[src/rtl/dbas_pkg.sv]
package dbas_pkg;
  typedef enum logic {
    PLANE_FINE   = 1'b0,
    PLANE_COARSE = 1'b1
  } plane_e;
endpackage

[src/rtl/dbas_bin_array.sv]
module dbas_bin_array #(
  parameter int NBINS = 64,
  localparam int BIN_W = $clog2(NBINS)
) (
  input  logic             clk_i,
  input  logic             rst_ni,
  input  logic             clr_i,
  input  logic             set_i,
  input  logic [BIN_W-1:0] set_bin_i,
  output logic [NBINS-1:0] bins_o
);
  for (genvar g = 0; g < NBINS; g++) begin : g_bin
    localparam logic [BIN_W-1:0] IDX = BIN_W'(g);
    logic hit;
    assign hit = set_i && (set_bin_i == IDX);
    always_ff @(posedge clk_i or negedge rst_ni) begin
      if (!rst_ni)      bins_o[g] <= 1'b0;
      else if (clr_i)   bins_o[g] <= 1'b0;
      else if (hit)     bins_o[g] <= 1'b1;
    end
  end
endmodule

[src/rtl/dbas_fine_shifter.sv]
module dbas_fine_shifter #(
  parameter int NBINS = 64,
  localparam int SH_W = $clog2(NBINS)
) (
  input  logic [NBINS-1:0] data_i,
  input  logic [SH_W-1:0]  amt_i,
  output logic [NBINS-1:0] data_o
);
  logic [NBINS-1:0] stage [SH_W+1];
  assign stage[0] = data_i;
  // log-depth barrel, moving higher bins down, zero fill at the top
  for (genvar s = 0; s < SH_W; s++) begin : g_stage
    assign stage[s+1] = amt_i[s] ? (stage[s] >> (1 << s)) : stage[s];
  end
  assign data_o = stage[SH_W];
endmodule

[src/rtl/dbas_coarse_shifter.sv]
module dbas_coarse_shifter #(
  parameter int NBINS = 64,
  parameter int STEP  = 8,
  localparam int STEPS = NBINS / STEP,
  localparam int CW    = (STEPS > 1) ? $clog2(STEPS) : 1
) (
  input  logic [NBINS-1:0] data_i,
  input  logic [CW-1:0]    amt_i,
  output logic [NBINS-1:0] data_o
);
  logic [NBINS-1:0] cand [STEPS];
  // one candidate per step; a single mux level picks it
  for (genvar k = 0; k < STEPS; k++) begin : g_cand
    assign cand[k] = data_i << (k * STEP);
  end
  assign data_o = cand[amt_i];
endmodule

[src/rtl/dual_bit_array_shifter.sv]
module dual_bit_array_shifter #(
  parameter int NBINS = 64,
  parameter int STEP  = 8,
  localparam int BIN_W = $clog2(NBINS),
  localparam int STEPS = NBINS / STEP,
  localparam int CW    = (STEPS > 1) ? $clog2(STEPS) : 1
) (
  input  logic             clk_i,
  input  logic             rst_ni,
  input  logic             wr_valid_i,
  input  logic             wr_plane_i,
  input  logic [BIN_W-1:0] wr_bin_i,
  input  logic             rd_valid_i,
  input  logic [BIN_W-1:0] fine_shift_i,
  input  logic [CW-1:0]    coarse_shift_i,
  input  logic             clr_i,
  output logic             busy_o,
  output logic             rd_valid_o,
  output logic [NBINS-1:0] fine_pat_o,
  output logic [NBINS-1:0] coarse_pat_o
);
  import dbas_pkg::*;

  plane_e           plane;
  logic             set_fine, set_coarse;
  logic [NBINS-1:0] fine_bins, coarse_bins;
  logic [NBINS-1:0] fine_sh, coarse_sh;
  logic             busy_q, rd_valid_q;
  logic [NBINS-1:0] fine_pat_q, coarse_pat_q;

  assign plane      = plane_e'(wr_plane_i);
  assign set_fine   = wr_valid_i && !clr_i && (plane == PLANE_FINE);
  assign set_coarse = wr_valid_i && !clr_i && (plane == PLANE_COARSE);

  dbas_bin_array #(.NBINS(NBINS)) u_fine_arr (
    .clk_i     (clk_i),
    .rst_ni    (rst_ni),
    .clr_i     (clr_i),
    .set_i     (set_fine),
    .set_bin_i (wr_bin_i),
    .bins_o    (fine_bins)
  );

  dbas_bin_array #(.NBINS(NBINS)) u_coarse_arr (
    .clk_i     (clk_i),
    .rst_ni    (rst_ni),
    .clr_i     (clr_i),
    .set_i     (set_coarse),
    .set_bin_i (wr_bin_i),
    .bins_o    (coarse_bins)
  );

  dbas_fine_shifter #(.NBINS(NBINS)) u_fine_sh (
    .data_i (fine_bins),
    .amt_i  (fine_shift_i),
    .data_o (fine_sh)
  );

  dbas_coarse_shifter #(.NBINS(NBINS), .STEP(STEP)) u_coarse_sh (
    .data_i (coarse_bins),
    .amt_i  (coarse_shift_i),
    .data_o (coarse_sh)
  );

  // read samples pre-edge contents, so same-cycle writes and clears are not seen
  always_ff @(posedge clk_i or negedge rst_ni) begin
    if (!rst_ni) begin
      busy_q       <= 1'b1;
      rd_valid_q   <= 1'b0;
      fine_pat_q   <= '0;
      coarse_pat_q <= '0;
    end else begin
      busy_q     <= 1'b0;
      rd_valid_q <= rd_valid_i;
      if (rd_valid_i) begin
        fine_pat_q   <= fine_sh;
        coarse_pat_q <= coarse_sh;
      end
    end
  end

  assign busy_o       = busy_q;
  assign rd_valid_o   = rd_valid_q;
  assign fine_pat_o   = fine_pat_q;
  assign coarse_pat_o = coarse_pat_q;
endmodule

[config.mk]
export PLATFORM = sky130hd
export DESIGN_NAME = dual_bit_array_shifter
export DESIGN_NICKNAME = d
export VERILOG_FILES = /design/src/rtl/dbas_pkg.sv /design/src/rtl/dbas_bin_array.sv /design/src/rtl/dbas_fine_shifter.sv /design/src/rtl/dbas_coarse_shifter.sv /design/src/rtl/dual_bit_array_shifter.sv
export SDC_FILE = /design/constraint.sdc
export NUM_CORES = 1
export LEC_CHECK = 0
export BUFFER_PORTS_ARGS = -buffer_cell sky130_fd_sc_hd__buf_2
export CORE_ASPECT_RATIO = 1.25
export CORE_UTILIZATION = 38
export CTS_BUF_LIST = sky130_fd_sc_hd__clkbuf_4 sky130_fd_sc_hd__clkbuf_8
export DETAILED_ROUTE_END_ITERATION = 10
export PLACE_DENSITY_LB_ADDON = 0.2
export SYNTH_ARGS = -nofsm -noshare
export SYNTH_HDL_FRONTEND = slang
export SYNTH_SLANG_ARGS = --single-unit
[constraint.sdc]
create_clock -name clk_i -period 4.2 [get_ports clk_i]
set_input_delay 0.42 -clock clk_i [delete_from_list [all_inputs] [get_ports clk_i]]
set_output_delay 0.42 -clock clk_i [all_outputs]
set_load 0.03 [all_outputs]
After elaboration in Yosys (flattened, before gate mapping)
Index checks and enable logic that the tools add are counted.

storage, ports and cells
  flip-flop bits (word level) = 258
  bits in writable memories = 0
  input port bits = 21
  ROM bits = 0
  memories kept = 0
  logic and storage cells = 724
  output and inout bits = 130
  bits in latches = 0

operators by class
  equality and inequality tests = 63
  mux-type cells = 265
  magnitude comparators = 1
  reductions and logical operators = 261
  add/subtract/negate cells = 0
  shift-type cells = 0
  $mul = 0
  bitwise operators = 2
  divide/modulo/power cells = 0

operator list
  operator              number
  $mux W64              8
  $mux W1               256
  $reduce_bool A2 Y1    128
  $bmux W64 S3          1
  $eq A6 B6 Y1 const B  32
  $logic_and A1 B1 Y1   131
  $eq A6 B5 Y1 const B  16
  $eq A6 B4 Y1 const B  8
  $eq A6 B3 Y1 const B  4
  $eq A6 B2 Y1 const B  2
  $eq A6 B1 Y1 const B  1
  $logic_not A6 Y1      1
  $ge A4 B4 Y1 const B  1
  $not A3 Y4            1
  $logic_not A1 Y1      1
  $not A1 Y1            1

Longest topological paths before layout
  depth in word-level cells = 6
  mapped depth = 9

Hierarchy
From an unflattened synthesis, not the netlist that was laid out.

unflattened totals
  cell total of the unflattened synthesis = 1537
  area, all modules = 16206.8 µm²

modules (own cells, without submodules)
  module                  cells an instance  area an instance (µm²)  times used
  dbas_bin_array          230                2588.7                  2
  dual_bit_array_shifter  275                4893.4                  1
  dbas_fine_shifter       568                4255.3                  1
  dbas_coarse_shifter     234                1880.6                  1

Least setup slack after synthesis
Ideal clock, no wire load.

  kind = in2reg
  from = input port fine_shift_i[0]
  to = register fine_pat_q[25] (netlist: fine_pat_o[25])
  stages on the path = 7
  required time = 4.071 ns
  setup slack = 1.867 ns
  buffers on the path = 2
  arrival = 2.204 ns
  path through = buf_6 -> buf_2 -> mux4_2 -> mux2_2 -> nor2_1 -> a211oi_1 -> a2111o_1

between the ends
  longest elaborated chain between the ends = 6

RTL lines
  item                   line                          RTL
  start, declared        dual_bit_array_shifter.sv:14  input logic [BIN_W-1:0] fine_shift_i,
  $mux W64 (6 in a row)  dbas_fine_shifter.sv:13       assign stage[s+1] = amt_i[s] ? (stage[s] >> (1 << s)) : stage[s];
  end signal, assigned   dual_bit_array_shifter.sv:76  fine_pat_q <= fine_sh;
  end, declared          dual_bit_array_shifter.sv:29  logic [NBINS-1:0] fine_pat_q, coarse_pat_q;

Every way passes these cells.
A chain may end at the register's enable or synchronous reset.

Worst setup path in the final report
  from = input port fine_shift_i[2]
  to = register fine_pat_q[30] (netlist: fine_pat_o[30])

between the ends
  longest elaborated chain between the ends = 4

RTL lines
  item                   line
  $mux W64 (4 in a row)  dbas_fine_shifter.sv:13

Every way passes these cells.

==> summary.md <==
| Metric | Value |
|---|---|
| First-pass GRT wire length | 78.5 mm |
| Chip Height | 222 um |
| Initial core utilization | 38.5% |
| Hpwl dp | 36.9 mm |
| WL per Instance | 25.7 um |
| Fin. max-slew vios | 0 |
| Vias per inst | 6.00 |
| Sw frac | 28.2% |
| Worst slack, placed | 0.960 ns |
| Crit path required time | 4.63 ns |
| Final Wtd Congestion | 0.993 |
| RSZ-0062 raised after global routing | no |
| Core Box Area | 38100 sq um |
| Clk slew on worst S/H paths | 0.07 ns |
| Combinational share of power | 11.4% |
| Setup Crit Path Kind | in -> reg |
| CTS Buffer Depth | 3 |
| Ys flop type | dfrtp_1 |
| GR Overflow Total | 0 |
| CTS sink cnt | 258 |
| Cell Area, Placed | 15800 sq um |
| Fmax | 371 MHz |
| Largest net degree at the start of global routing | 104 |
| Util after Layout | 43.6% |
| Synth Area per Inst | 10.5 sq um |
| Cell Int Power | 3.92 mW |
| Grt met1 use | 32.3% |
| Sequential power share | 47.0% |
| Met3 Resource Use GR | 3.43% |
| Post-route ant nets | 0 |
| Hold Crit Class | in -> reg |
| FF+latch area | 6460 sq um |
| Worst setup margin | 1.50 ns |
| H-Tree Depth | 2 |
| CTS tree | done |
| Ys async rst share | 100% |
| Tmin final | 2.70 ns |
| NumNets Final | 1521 |
| Seq/Total Area, Yosys | 44.0% |
| Antenna Cells | 0 |
| Netlist cell types | 57 |
| Worst Max-Slew Pin Slew | 1.16 ns |
| Period utilisation layout | 64.2% |
| Die ar. | 39400 sq um |
| Clock power share | 41.6% |
| DRC violations left | 0 |
| CP Max Fanout | 58 |
| Placed Instances | 1945 |
| Design Area, Final | 16600 sq um |
| Most frequent cell on the critical path | mux2i_1 |
| TNS Setup | 0 ns |
| Status | finished clean |
| Seq cells post-synth | 258 |
| Switch Pwr | 1.54 mW |
| Syn Nets | 1414 |
| WP data arrival | 3.13 ns |
| Non-Filler Instances | 2014 |
| Cell Pwr Density | 328 nW/um^2 |
| GRT Util Overall | 26.5% |
| Worst relative slew slack | 22.9% |
| Critical Path Source Type | input port |
| Final Hold Viols | 0 |
| Synthesized area | 14700 sq um |
| Routed vias | 12093 |
| IO Count | 151 |
| Maximum VDD drop | 0.208 mV |
| Final setup violation count | 0 |
| Setup Skew | 0.0192 ns |
| Critical Path Max Stage Delay | 0.84 ns |
| Grt met2 use | 45.2% |
| Post-synth EDFFs | 0 |
| Crit-path cells | buf_2, buf_4, mux4_2, mux2i_1, mux2i_1, a221oi_1, o21ai_0 |
| Gr busiest metal | met2 |
| Rows | 80 |
| Cells after Synth | 1393 |
| Area of the multi-input gates | 7190 sq um |
| CP endpoint kind | flip-flop |
| Skew-Pair Late Insertion Delay | 0.59 ns |
| Vias in the first global route | 12268 |
| DRT Wirelength | 51.7 mm |
| # port buffers | 150 |
| Chip Width | 178 um |
| Num CTS Buffers | 44 |
| P&R area growth vs syn | 13.2% |
| Warnings, synthesis | 0 |
| Lkg Pwr | 7.16 nW |
| DRT iter0 DRCs | 993 |
| Max Cap Viol | 0 |
| Worst path slowest cell | buf_2 |
| Initial antenna violation count | 0 |
| CTS root buffer | clkbuf_8 |
| Fillers | 3669 |
| Number of iterations in the first detailed-routing pass | 5 |
| Layout cells sized above 1 | 22.7% |
cells in the final DEF, fill, tap and decap left out, types with 10 or more instances in the layout:
master	n
a22oi_1	11
o21a_1	17
nor2b_1	10
buf_2	146
nor2_1	68
a21oi_1	54
o22ai_1	145
o2bb2ai_1	43
clkbuf_8	50
buf_4	27
mux2i_1	104
mux2_2	29
o21ai_0	51
inv_1	135
a22o_1	21
mux4_2	68
clkbuf_4	14
o211ai_1	25
nand3_1	11
nand2_1	97
dfrtp_1	257
o221ai_1	20
Yosys cell counts, types with 3 or more instances:
cell | n | area [sq um]
o22ai_1 | 145 | 907
mux2_2 | 29 | 327
inv_1 | 137 | 514
nand2b_1 | 8 | 50.1
buf_6 | 5 | 56.3
a21o_1 | 9 | 67.6
o21a_1 | 17 | 128
a22oi_1 | 11 | 82.6
nor2b_1 | 10 | 62.6
o2bb2ai_1 | 43 | 377
o221ai_1 | 20 | 175
nor3b_1 | 3 | 22.5
a31oi_1 | 4 | 25.0
o21ai_0 | 51 | 255
dfrtp_1 | 257 | 6430
a211o_1 | 5 | 43.8
buf_2 | 14 | 70.1
or3_1 | 3 | 18.8
and2_1 | 3 | 18.8
mux2i_1 | 104 | 1040
nand2_1 | 97 | 364
nor3_1 | 5 | 25.0
mux4_2 | 68 | 1530
clkbuf_1 | 78 | 293
buf_1 | 16 | 60.1
a211oi_1 | 8 | 60.1
a2bb2oi_1 | 5 | 43.8
a22o_1 | 21 | 184
o211ai_1 | 25 | 188
a221o_1 | 3 | 30.0
nand3_1 | 11 | 55.1
o22a_1 | 9 | 78.8
nand3b_1 | 5 | 37.5
mux4_1 | 9 | 236
nor2_1 | 68 | 255
a221oi_1 | 4 | 35.0
a21oi_1 | 54 | 270
power by group through the flow:
stage          clock [mW]  combinational, mW  sequential, mW
2_1_floorplan           0              0.321            2.68
3_3_place_gp            0              0.624            2.61
3_5_place_dp            0              0.625            2.61
4_1_cts              2.33              0.627            2.56
5_1_grt              2.43              0.667            2.57
6_report             2.27              0.622            2.56
routing by layer:
layer	share of wire [%]	wire [um]	up-vias
met4	5.4	2810	0
met1	39	20300	6059
li1	-	-	5453
met5	0	0	-
met3	4.7	2450	123
met2	50	26100	458
through the flow:
stage	hold WS [ns]	total power, mW
final	0.317	5.46
after global routing	0.295	5.67
after CTS	0.264	5.52
after detailed placement	0.465	3.23
after global placement	0.461	3.23
after floorplan	0.124	3.00
critical path, delay by kind of cell:
family / cells / cell delay, ns
AOI/OAI and AO/OA: 2 / 0.43
muxes: 3 / 0.98
buffers and inverters: 2 / 1.25
timing repair:
item,in CTS,in global routing
setup buffers,0,0
hold buffers,1,0
gates resized for setup,0,0
endpoints found under the setup margin,0,0
hold endpoints to repair,98,0
state kept, by name (all words and copies together) (netlist names):
signal,flops
u_fine_arr.bins_o,64
rd_valid_o,1
coarse_pat_o,64
fine_pat_o,64
busy_o,1
u_coarse_arr.bins_o,64
final cells by class:
type / instances / area share (%)
clock buffer: 64 / 4.77
inverter: 138 / 3.12
clock inverter: 4 / 0.264
timing repair buffer: 177 / 6.01
sequential: 258 / 38.9
multi-input combinational: 881 / 43.3
tap: 492 / 3.70
logic make-up (layout without fill, tap and decap cells):
family	count (synthesis)	after routing	share of synthesized area, %
mux	210	210	21.4
flops	258	258	44.0
simple gates	222	222	6.64
buf+inv	254	383	7.03
other cells	1	1	0.0255
compound gates	448	448	21.0
path summary, 6_finish.rpt:
kind	slack, ns	cells past startpoint	from	end
setup / recovery	1.50	7	fine_shift_i[2]	fine_pat_o[30]$_DFFE_PN0P_
hold / removal	0.32	3	rd_valid_i	fine_pat_o[12]$_DFFE_PN0P_
setup reg to reg	1.80	5	u_fine_arr.bins_o[52]$_DFFE_PN0P_	fine_pat_o[4]$_DFFE_PN0P_
hold reg to reg	0.47	1	coarse_pat_o[46]$_DFFE_PN0P_	coarse_pat_o[46]$_DFFE_PN0P_
max in group asynchronous	2.77	3	rst_ni	u_coarse_arr.bins_o[50]$_DFFE_PN0P_
min in group asynchronous	0.45	2	rst_ni	fine_pat_o[31]$_DFFE_PN0P_
(Power assumes the default switching activity.)
